===== config.mk =====
export PLATFORM = sky130hd
export DESIGN_NAME = can_mode_seq
export DESIGN_NICKNAME = d
export VERILOG_FILES = /design/src/rtl/can_mode_pkg.sv /design/src/rtl/can_mode_regs.sv /design/src/rtl/can_idle_detect.sv /design/src/rtl/can_mode_fsm.sv /design/src/rtl/can_mode_seq.sv
export SDC_FILE = /design/constraint.sdc
export NUM_CORES = 1
export LEC_CHECK = 0
export ABC_AREA = 1
export ABC_CLOCK_PERIOD_IN_PS = 1200
export BUFFER_PORTS_ARGS = -buffer_cell sky130_fd_sc_hd__buf_2
export CORE_UTILIZATION = 36
export DETAILED_ROUTE_END_ITERATION = 8
export MAX_ROUTING_LAYER = met4
export PLACE_DENSITY_LB_ADDON = 0.08
export RECOVER_POWER = 100
export SYNTH_ARGS = -nofsm -noshare
export SYNTH_HDL_FRONTEND = slang
export SYNTH_SLANG_ARGS = --single-unit
export TNS_END_PERCENT = 30

===== constraint.sdc =====
create_clock -name clk -period 1.2 [get_ports clk]
set_input_delay 0.12 -clock clk [delete_from_list [all_inputs] [get_ports clk]]
set_output_delay 0.12 -clock clk [all_outputs]
set_load 0.02 [all_outputs]

===== src/rtl/can_mode_pkg.sv =====
package can_mode_pkg;

    localparam int CTRL_W         = 16;
    localparam int CTRL_INIT_BIT  = 0;
    localparam int CTRL_SLEEP_BIT = 1;
    localparam int CTRL_SRST_BIT  = 15;

    localparam int STAT_W         = 3;
    localparam int STAT_INIT_BIT  = 0;
    localparam int STAT_SLEEP_BIT = 1;
    localparam int STAT_ERR_BIT   = 2;

    typedef enum logic [1:0] {
        MODE_NORMAL = 2'd0,
        MODE_INIT   = 2'd1,
        MODE_SLEEP  = 2'd2
    } mode_e;

    typedef struct packed {
        logic init_req;
        logic sleep_req;
    } mode_req_t;

    // Initialization request outranks sleep request.
    function automatic mode_e pick_target(mode_req_t r);
        if (r.init_req)
            return MODE_INIT;
        else if (r.sleep_req)
            return MODE_SLEEP;
        else
            return MODE_NORMAL;
    endfunction

endpackage


===== src/rtl/can_mode_regs.sv =====
module can_mode_regs
    import can_mode_pkg::*;
(
    input  logic              clk,
    input  logic              rst,
    input  logic              ctrl_wr,
    input  logic [CTRL_W-1:0] ctrl_wdata,
    input  logic              stat_wr,
    input  logic              stat_clr_err,
    input  logic              err_event,
    output mode_req_t         req,
    output logic              soft_rst,
    output logic              err_flag,
    output logic [CTRL_W-1:0] ctrl_rdata
);

    assign soft_rst = ctrl_wr && ctrl_wdata[CTRL_SRST_BIT];

    always_ff @(posedge clk) begin
        if (rst || soft_rst) begin
            req.init_req  <= 1'b0;
            req.sleep_req <= 1'b1;
        end else if (ctrl_wr) begin
            req.init_req  <= ctrl_wdata[CTRL_INIT_BIT];
            req.sleep_req <= ctrl_wdata[CTRL_SLEEP_BIT];
        end
    end

    // Set has priority over a clear in the same cycle.
    always_ff @(posedge clk) begin
        if (rst || soft_rst)
            err_flag <= 1'b0;
        else if (err_event)
            err_flag <= 1'b1;
        else if (stat_wr && stat_clr_err)
            err_flag <= 1'b0;
    end

    always_comb begin
        ctrl_rdata                 = '0;
        ctrl_rdata[CTRL_INIT_BIT]  = req.init_req;
        ctrl_rdata[CTRL_SLEEP_BIT] = req.sleep_req;
    end

    AST_ERR_SET: assert property (@(posedge clk) disable iff (rst)
        (err_event && !soft_rst) |=> err_flag);
    AST_ERR_CLEAR: assert property (@(posedge clk) disable iff (rst)
        (stat_wr && stat_clr_err && !err_event) |=> !err_flag);
    AST_SRST_REQ: assert property (@(posedge clk) disable iff (rst)
        soft_rst |=> (req.sleep_req && !req.init_req));

endmodule


===== src/rtl/can_idle_detect.sv =====
module can_idle_detect #(
    parameter int IDLE_BITS = 11
) (
    input  logic clk,
    input  logic rst,
    input  logic arm,
    input  logic bit_valid,
    input  logic bit_recessive,
    output logic done
);

    localparam int CW = $clog2(IDLE_BITS + 1);
    localparam logic [CW-1:0] LAST = CW'(IDLE_BITS - 1);

    logic [CW-1:0] run_cnt;

    assign done = arm && bit_valid && bit_recessive && (run_cnt == LAST);

    always_ff @(posedge clk) begin
        if (rst || !arm || done)
            run_cnt <= '0;
        else if (bit_valid)
            run_cnt <= bit_recessive ? run_cnt + 1'b1 : '0;
    end

    AST_RUN_BOUND: assert property (@(posedge clk) disable iff (rst)
        run_cnt < CW'(IDLE_BITS));
    AST_DOMINANT_RESTART: assert property (@(posedge clk) disable iff (rst)
        (arm && bit_valid && !bit_recessive) |=> (run_cnt == '0));

endmodule


===== src/rtl/can_mode_fsm.sv =====
module can_mode_fsm
    import can_mode_pkg::*;
#(
    parameter int SYNC_CYCLES = 2
) (
    input  logic      clk,
    input  logic      rst,
    input  mode_req_t req,
    input  logic      soft_rst,
    input  logic      bus_busy,
    input  logic      idle_done,
    output logic      idle_arm,
    output mode_e     mode
);

    localparam int SW = $clog2(SYNC_CYCLES + 1);
    localparam logic [SW-1:0] SYNC_LAST = SW'(SYNC_CYCLES - 1);

    mode_e         target;
    logic          entering;
    logic [SW-1:0] sync_cnt;

    always_comb begin
        target   = pick_target(req);
        entering = (target != MODE_NORMAL) && (target != mode);
        idle_arm = (target == MODE_NORMAL) && (mode != MODE_NORMAL);
    end

    always_ff @(posedge clk) begin
        if (rst || soft_rst) begin
            mode     <= MODE_SLEEP;
            sync_cnt <= '0;
        end else if (entering) begin
            if (bus_busy) begin
                sync_cnt <= '0;
            end else if (sync_cnt == SYNC_LAST) begin
                mode     <= target;
                sync_cnt <= '0;
            end else begin
                sync_cnt <= sync_cnt + 1'b1;
            end
        end else begin
            sync_cnt <= '0;
            if (idle_arm && idle_done)
                mode <= MODE_NORMAL;
        end
    end

    AST_ENTRY_IDLE: assert property (@(posedge clk) disable iff (rst)
        (!$stable(mode) && mode != MODE_NORMAL && !$past(soft_rst))
            |-> !$past(bus_busy));
    AST_NORMAL_NEEDS_IDLE: assert property (@(posedge clk) disable iff (rst)
        (!$stable(mode) && mode == MODE_NORMAL) |-> $past(idle_done));
    AST_INIT_HOLDS: assert property (@(posedge clk) disable iff (rst)
        (mode == MODE_INIT && req.init_req && !soft_rst)
            |=> (mode == MODE_INIT));
    AST_SRST_SLEEP: assert property (@(posedge clk) disable iff (rst)
        soft_rst |=> (mode == MODE_SLEEP));

endmodule


===== src/rtl/can_mode_seq.sv =====
module can_mode_seq
    import can_mode_pkg::*;
#(
    parameter int SYNC_CYCLES = 2,
    parameter int IDLE_BITS   = 11
) (
    input  logic              clk,
    input  logic              rst,
    input  logic              ctrl_wr,
    input  logic [CTRL_W-1:0] ctrl_wdata,
    input  logic              stat_wr,
    input  logic [STAT_W-1:0] stat_wdata,
    input  logic              err_event,
    input  logic              bus_busy,
    input  logic              bit_valid,
    input  logic              bit_recessive,
    output logic [CTRL_W-1:0] ctrl_rdata,
    output logic [STAT_W-1:0] stat_rdata,
    output logic              cfg_wr_en,
    output logic              tx_en,
    output logic              rx_en
);

    mode_req_t req;
    mode_e     mode;
    logic      soft_rst;
    logic      err_flag;
    logic      idle_arm;
    logic      idle_done;

    can_mode_regs u_regs (
        .clk          (clk),
        .rst          (rst),
        .ctrl_wr      (ctrl_wr),
        .ctrl_wdata   (ctrl_wdata),
        .stat_wr      (stat_wr),
        .stat_clr_err (stat_wdata[STAT_ERR_BIT]),
        .err_event    (err_event),
        .req          (req),
        .soft_rst     (soft_rst),
        .err_flag     (err_flag),
        .ctrl_rdata   (ctrl_rdata)
    );

    can_mode_fsm #(.SYNC_CYCLES(SYNC_CYCLES)) u_fsm (
        .clk       (clk),
        .rst       (rst),
        .req       (req),
        .soft_rst  (soft_rst),
        .bus_busy  (bus_busy),
        .idle_done (idle_done),
        .idle_arm  (idle_arm),
        .mode      (mode)
    );

    can_idle_detect #(.IDLE_BITS(IDLE_BITS)) u_idle (
        .clk           (clk),
        .rst           (rst),
        .arm           (idle_arm),
        .bit_valid     (bit_valid),
        .bit_recessive (bit_recessive),
        .done          (idle_done)
    );

    always_comb begin
        stat_rdata                 = '0;
        stat_rdata[STAT_INIT_BIT]  = (mode == MODE_INIT);
        stat_rdata[STAT_SLEEP_BIT] = (mode == MODE_SLEEP);
        stat_rdata[STAT_ERR_BIT]   = err_flag;
        cfg_wr_en                  = (mode == MODE_INIT);
        tx_en                      = (mode == MODE_NORMAL);
        rx_en                      = (mode == MODE_NORMAL);
    end

    AST_NO_EARLY_RUN: assert property (@(posedge clk) disable iff (rst)
        $rose(tx_en) |-> $past(idle_done));

endmodule


## Word-level counts from Yosys, hierarchy flattened

Index checks and enable logic that the tools add are counted.

- Add/subtract/negate cells: 2
- Multiply operators: 0
- Div/mod/pow operators: 0
- $lt $le $gt $ge: 0
- Equal/unequal tests: 7
- Shift-type cells: 0
- Mux-type cells: 9
- Bitwise logic cells: 1
- Reductions and logical operators: 20

Operator list:

| kind | number |
|---|---|
| $mux 2 | 6 |
| $logic_and 1x1->1 | 8 |
| $reduce_bool 2->1 | 4 |
| $add 4x1->4 const B | 1 |
| $eq 2x1->1 const B | 2 |
| $eq 4x4->1 const B | 1 |
| $logic_not 2->1 | 2 |
| $mux 4 | 1 |
| $ne 2x2->1 const B | 2 |
| $reduce_or 4->1 | 1 |
| $logic_or 1x1->1 | 3 |
| $reduce_and 3->1 | 1 |
| $add 2x1->2 const B | 1 |
| $eq 2x2->1 const B | 1 |
| $mux 1 | 2 |
| $ne 2x2->1 | 1 |
| $logic_not 1->1 | 1 |
| $not 1->1 | 1 |

- Register bits after elaboration: 11
- Latch bits: 0
- Memory bits (writable): 0
- Bits in read-only memories: 0
- Input port bits: 27
- Output and inout port bits: 22
- Word-level logic and storage cells: 45
- Memories kept: 0

## Longest topological paths before layout

Gate-level depths: netlist (run 1).

- Word-level depth: 10
- Mapped depth: 8
- Depth with buffers taken out: 8

## By module

A second synthesis (run 1) with hierarchy kept.

- Cell total of the unflattened synthesis: 114
- Area, all modules: 794.5 µm²

Modules (own cells, without submodules):

| module | times used | cells each | area an instance (µm²) | sequential area each (µm²) |
|---|---|---|---|---|
| can_mode_fsm | 1 | 35 | 264.0 | 80.1 |
| can_mode_regs | 1 | 35 | 257.7 | 60.1 |
| can_idle_detect | 1 | 36 | 231.5 | 80.1 |
| can_mode_seq | 1 | 8 | 41.3 | 0.0 |

## Worst setup path after synthesis (run 1)

No wires, ideal clock.

- Kind: register -> register
- Start: reg, netlist name u_regs.ctrl_rdata[1]
- End: reg u_fsm.mode[0]
- Setup time: 0.115 ns
- Arrival: 1.047 ns
- Required time: 1.085 ns
- Setup slack: 0.038 ns
- Stages on the path, launching flop included: 8
- Period minus slack after synthesis: 1.162 ns
- Cell sequence: dfxtp_1 inv_1 nor2_2 nand2_2 nand2_2 nand3_2 a21oi_1 nor2_1

- Word-level cells in the longest chain between the ends: 10
- Elaborated cells between the ends (all ways): 16
- Classes of those cells: 3 x eq/ne; 3 x mux; 10 x reduce/logical

RTL lines:

| what | RTL line | source |
|---|---|---|
| $mux 2 (*) | can_mode_pkg.sv:28 | `else if (r.sleep_req)` |
| $mux 2 (*) | can_mode_pkg.sv:26 | `if (r.init_req)` |
| $logic_not 2->1 | can_mode_fsm.sv:26 | `idle_arm = (target == MODE_NORMAL) && (mode != MODE_NORMAL);` |
| $logic_and 1x1->1 | can_mode_fsm.sv:26 |  |
| $logic_and 1x1->1 (3 in a row) | can_idle_detect.sv:17 | `assign done = arm && bit_valid && bit_recessive && (run_cnt == LAST);` |
| $logic_and 1x1->1 | can_mode_fsm.sv:44 | `if (idle_arm && idle_done)` |
| $reduce_bool 2->1 (no line) | - |  |
| $reduce_and 3->1 (no line) | - |  |
| to (signal assigned) | can_mode_fsm.sv:37 | `mode <= target;` |
| to (decl) | can_mode_fsm.sv:13 | `output mode_e mode` |

Every way passes the cells marked *; elsewhere a longest branch is shown, timed or not.
A chain may end at the register's enable or synchronous reset.

## Worst setup path after layout (run 1)

- Start: reg u_idle.run_cnt[0]
- End: reg u_idle.run_cnt[2]

- Word-level cells in the longest chain between the ends: 3
- Elaborated cells between the ends (all ways): 5
- Classes of those cells: 1 x add/sub; 1 x eq/ne; 1 x mux; 2 x reduce/logical

RTL lines:

| what | RTL line | source |
|---|---|---|
| from (decl) | can_idle_detect.sv:15 | `logic [CW-1:0] run_cnt;` |
| from (signal assigned) | can_idle_detect.sv:23 | `run_cnt <= bit_recessive ? run_cnt + 1'b1 : '0;` |
| parallel branches: the longest is 3 deep, another holds $add 4x1->4 | - |  |

Parallel ways; which one is timed is not known.

==> impl_metrics.csv, run 1 <==
group,metric,value,unit
job,max_cap_viol_count,0,
grt,grt_pass1_wl,1620,microns
pwr,cellPowerDensity,898,nW/um^2
clock_network,numCtsBuffers,3,
pwr,power_leakage,0.476,nW
route,drtIter0Drc,9,
timing,finClkSkew,2.46,ps
route,first_pass_iters,3,
placement,gp_congestion,0.710,
clock_network,cts_tree,"built",
timing,fmax,0.838,GHz
timing,layout_worst_path_cycle_share,0.994,
critical_path,path_class,"reg2reg",
synth,ys_types,22,
synth,synth_top_family_by_area,"simple AND/OR/NAND/NOR gates",
clock_network,clock_path_buffers,2,
route,avgViaCountPerCell,4.01,
synth,synth-simple-area-share,0.273,
placement,portBuffers,19,
synth,syn_inst,95,
synth,dominantRegCellSynth,"dfxtp_1",
synth,synth-edff-count,0,
clock_network,cts_root_buf,"clkbuf_4",
synth,syn_area_per_cell,7.61,sq um
layout,seqCellArea,223,sq um
grt,grt_max_degree,7,
clock_network,cts.sinks,11,
synth,yosys_register_bits,11,
timing,finalSetupViolations,0,
route,drc,0,
route,vias,573,
critical_path,crit_slowest_cell,"dfxtp_2",
synth,synth_compound_area_frac,0.0727,
route,antenna_left,0,
critical_path,reg2reg_slack,7,ps
route,wl_per_cell,8.08,microns
grt,grt_pass1_vias,413,
pwr,ir_drop,0.000479,V
timing,rsz0062_at_grt,"true",
floorplanning,fp.dieW,46.8,microns
timing,fin_setup_tns,0,ps
status,status,"complete, no violations",
hold_path,whs_path_depth,3,
synth,synth_most_common_cell,"buf_4",
critical_path,crit_top_cell,"inv_1",
placement,dp_hpwl,923,microns
layout,nets,149,
route,wl,1160,microns
layout,area_growth,16.6,%
synth,synth.area.mux_share,0.0138,
layout,post-route-util,0.468,
synth,synth_top_area_share,0.304,
synth,synth_area_leaders,"dfxtp_1, buf_4, inv_1",
hold_path,hold_class,"in2reg",
floorplanning,die_y,46.8,microns
clock_network,cts.reportedPaths.clkPinSlew,70,ps
layout,drive_gt1_frac,0.364,
critical_path,rr_worst_depth,7,
grt,gr-usage-all-layers,0.110,
synth,synth_area,723,sq um
layout,n_fill_cell,194,
critical_path,crit_chain,"buf_4, ha_2, nand2_1, xor2_1, inv_1, o211ai_1, inv_1",
synth,yosys.area.top_type,"dfxtp_1",
critical_path,cp-start-kind,"flip-flop",
clock_network,htreeDepth,1,
grt,grt_antenna_before_repair,0,
critical_path,cp_slowest_stage_delay,330,ps
grt,overflow,0,
floorplanning,die_area,2190,sq um
critical_path,end_kind,"flip-flop",
clock_network,clk_latency,270,ps
layout,multi_input_area,384,sq um
layout,num_antenna_cells,0,
timing,slew_viol_final,0,
synth,async_flop_share,0,
synth,yosysSeqAreaShare,0.304,
timing,hold_viol_final,0,
critical_path,required,1360,ps
floorplanning,initial_core_util,0.401,
critical_path,crit_fanout,3,
floorplanning,core-area,1800,sq um
synth,synthesis.yosys.warnings,0,
critical_path,arrival,1350,ps
synth,synth_common_cells,"buf_4, inv_1, dfxtp_1, nand2_1, nor2_1",
floorplanning,rows,15,
timing,min_period,1190,ps
synth,synthAdderAreaFrac,0.0519,
synth,synthXorXnorAreaFrac,0.0242,
floorplanning,ios,49,
## cells in the final DEF, fill, tap and decap left out, drive strengths merged
master,instances
a21oi,5
buf,21
clkbuf,6
conb,14
dfxtp,11
ha,3
inv,15
mux2i,1
nand2,16
nand3,5
nand3b,1
nand4,1
nor2,12
nor3,2
o211ai,2
o21ai,1
xor2,2
## timing repair
action	CTS	global route
gates resized for setup	0	8
setup endpoints to repair	0	5
setup buffers	0	1
hold buffers	0	0
## per-layer routing
layer  track usage  part of all wire  wire [microns]  vias to the layer above
li1              -                 -               -                      310
met1         0.161              0.52             604                      235
met2         0.136              0.41             472                       28
met3        0.0269             0.068              79                        0
met4        0.0514                 0               0                        0
met5             -                 0               0                        -
## report_power, final
group / internal [mW] / leakage, nW / total, mW / switching, mW
sequential: 0.372 / 0.0893 / 0.379 / 0.00744
combinational: 0.0333 / 0.372 / 0.119 / 0.0853
clock: 0.129 / 0.0150 / 0.259 / 0.131
## registers in the layout, summed over array words and instances (netlist names)
register	cells
u_regs.err_flag	1
u_idle.run_cnt	4
u_fsm.sync_cnt	2
u_regs.ctrl_rdata	2
u_fsm.mode	2
## final cells by class
| class | count | share of cell area |
|---|---|---|
| Tap cell | 25 | 0.0371 |
| Multi-Input combinational cell | 65 | 0.455 |
| Inverter | 15 | 0.0668 |
| Clock buffer | 4 | 0.0312 |
| Sequential cell | 11 | 0.264 |
| Timing Repair Buffer | 23 | 0.145 |
## critical path, delay by kind of cell (launching register included)
kind | cells | cell delay, ps
buffers and inverters | 3 | 250
adder cells (fa/ha/maj) | 1 | 160
AO/OA/AOI/OAI | 1 | 100
flip-flops | 1 | 330
AND/OR/NAND/NOR | 1 | 70
XOR/XNOR | 1 | 170
## path summary, 6_finish.rpt
kind	from	end
worst max-delay path	u_idle.run_cnt[0]	u_idle.run_cnt[2]
worst min register to register	u_fsm.sync_cnt[0]	u_fsm.sync_cnt[0]
worst max register to register	u_idle.run_cnt[0]	u_idle.run_cnt[2]
worst min-delay path	err_event	u_regs.err_flag
## kinds of logic (layout without fill, tap and decap cells)
logic type               Yosys count  after routing
XOR/XNOR                           2              2
flip-flops                        11             11
multiplexers                       1              1
buffers and inverters             32             42
adder cells (fa/ha/maj)            3              3
AND/OR/NAND/NOR                   37             37
other                              1             14
AO/OA/AOI/OAI                      8              8
## per-stage QoR
step	instance area [sq um]	hold WS, ps	cells	power [mW]	setup WS, ps
3_3_place_gp	793	331	138	0.506	29.1
2_1_floorplan	772	237	108	0.508	37.7
5_1_grt	843	88.4	143	0.794	-90.0
3_5_place_dp	793	346	138	0.506	41.0
6_report	843	61.0	143	0.757	6.79
4_1_cts	820	55.9	142	0.766	21.2
Note: power is estimated with default switching activity, not from simulation.
==> inputs of run 2 (changes only) <==
- SETUP_SLACK_MARGIN: default -> 0.5
==> run 2 against run 1 <==
Effect of this change: combinational power up 6%; sequential cell count unchanged; sequential share of layout area down 2.0 points; count of clock-buffer cells in the layout unchanged; highest routed layer is now met4; total power down 1.1%; core utilization up 5.9 points; global-route usage up 3.0 points; non-clock buffer count up 1.
==> impl_metrics.csv, run 2 (same netlist as run 1, synthesis figures left out) <==
group,metric,value,unit
status,status,"complete, no violations",
layout,drive_gt1_frac,0.471,
grt,gr-usage-all-layers,0.139,
placement,dp_slack,19.6,ps
layout,nets,150,
grt,grt_pass1_vias,488,
floorplanning,core-area,1800,sq um
placement,dp_hpwl,923,microns
route,drc,0,
route,antenna_left,0,
floorplanning,ios,49,
grt,grt_pass1_wl,2000,microns
pwr,ir_drop,0.000694,V
layout,layout_common_cells,"conb_1, buf_2, inv_1, nor2_1, nand2_1",
timing,fmax,0.852,GHz
layout,top_register,"u_idle.run_cnt",
grt,overflow,0,
timing,hold_viol_final,0,
grt,grt_antenna_before_repair,0,
route,vias,589,
route,first_pass_iters,4,
clock_network,cts.sinks,11,
timing,finalSetupViolations,0,
clock_network,clk_latency,260,ps
grt,grt_max_degree,7,
floorplanning,initial_core_util,0.401,
placement,portBuffers,19,
floorplanning,die_area,2190,sq um
layout,num_antenna_cells,0,
clock_network,cts_root_buf,"clkbuf_4",
pwr,power_leakage,0.493,nW
route,drtIter0Drc,9,
critical_path,path_class,"reg2reg",
route,avgViaCountPerCell,4.09,
layout,area_growth,31.3,%
clock_network,postCtsHoldBufs,0,
clock_network,cts_tree,"built",
route,wl_per_cell,8.47,microns
critical_path,cp-start-kind,"flip-flop",
layout,largest_register_ffs,4,
clock_network,htreeDepth,1,
timing,finClkSkew,2.84,ps
critical_path,crit_fanout,4,
pwr,cellPowerDensity,789,nW/um^2
critical_path,arrival,1380,ps
floorplanning,die_y,46.8,microns
timing,slew_viol_final,0,
route,wl,1220,microns
floorplanning,fp.dieW,46.8,microns
floorplanning,rows,15,
hold_path,hold_class,"in2reg",
timing,layout_worst_path_cycle_share,0.978,
pwr,p_total,749,uW
job,max_cap_viol_count,0,
critical_path,required,1400,ps
clock_network,numCtsBuffers,3,
timing,fin_ws,26.0,ps
layout,post-route-util,0.527,
layout,mostFrequentLayoutCell,"conb_1",
critical_path,end_kind,"flip-flop",
timing,rsz0062_at_grt,"true",
clock_network,clock_path_buffers,2,
clock_network,cts.reportedPaths.clkPinSlew,70,ps
timing,fin_setup_tns,0,ps
placement,gp_congestion,0.752,
timing,min_period,1170,ps
-- run 2: power breakdown --
| group | internal [mW] | switching, mW | total [mW] |
|---|---|---|---|
| registers | 0.368 | 0.00820 | 0.376 |
| clock network | 0.129 | 0.118 | 0.247 |
| logic | 0.0366 | 0.0895 | 0.126 |
-- run 2: cell type report --
type                       instances  area, sq um
multi-input combinational         65          433
clock buffer                       4         26.3
timing repair buffer              24          169
fill                             180          852
tap                               25         31.3
inverter                          15         58.8
sequential                        11          231
-- run 2: repair_timing --
action / in CTS / in global routing
setup buffers: 4 / 0
gates resized for setup: 8 / 32
endpoints found under the setup margin: 16 / 17
cloned: 0 / 0
pin swaps: 9 / 3
-- run 2: worst max-delay path, stage by stage (launching register included) --
cell and delay [ps]:
dfxtp_2 340, inv_2 70, ha_4 120, nand3b_1 110
nor2_4 180, nand2_4 90, nand3_2 70, nand2_1 50
nor2_1 90
-- run 2: worst paths after layout --
check	from	to	slack (ps)	cells past startpoint
worst max register to register	u_idle.run_cnt[0]	u_fsm.mode[0]	30	8
worst min-delay path	err_event	u_regs.err_flag	70	3
worst min register to register	u_fsm.sync_cnt[0]	u_fsm.sync_cnt[0]	430	1
worst max-delay path	u_idle.run_cnt[0]	u_fsm.mode[0]	30	8
-- run 2: metrics by stage --
stage	instances	hold slack, ps	cell area (sq um)
final	144	70.7	950
after global routing	144	75.2	950
after CTS	144	60.9	876
after detailed placement	136	351	786
after global placement	136	327	786
after floorplan	108	237	779
-- run 2: per-layer routing --
metal,up-vias,global-route usage,routed length [microns]
met5,-,-,0
met3,2,0.0577,93
met2,33,0.194,538
met4,0,0.0514,12
li1,311,-,-
met1,243,0.178,576
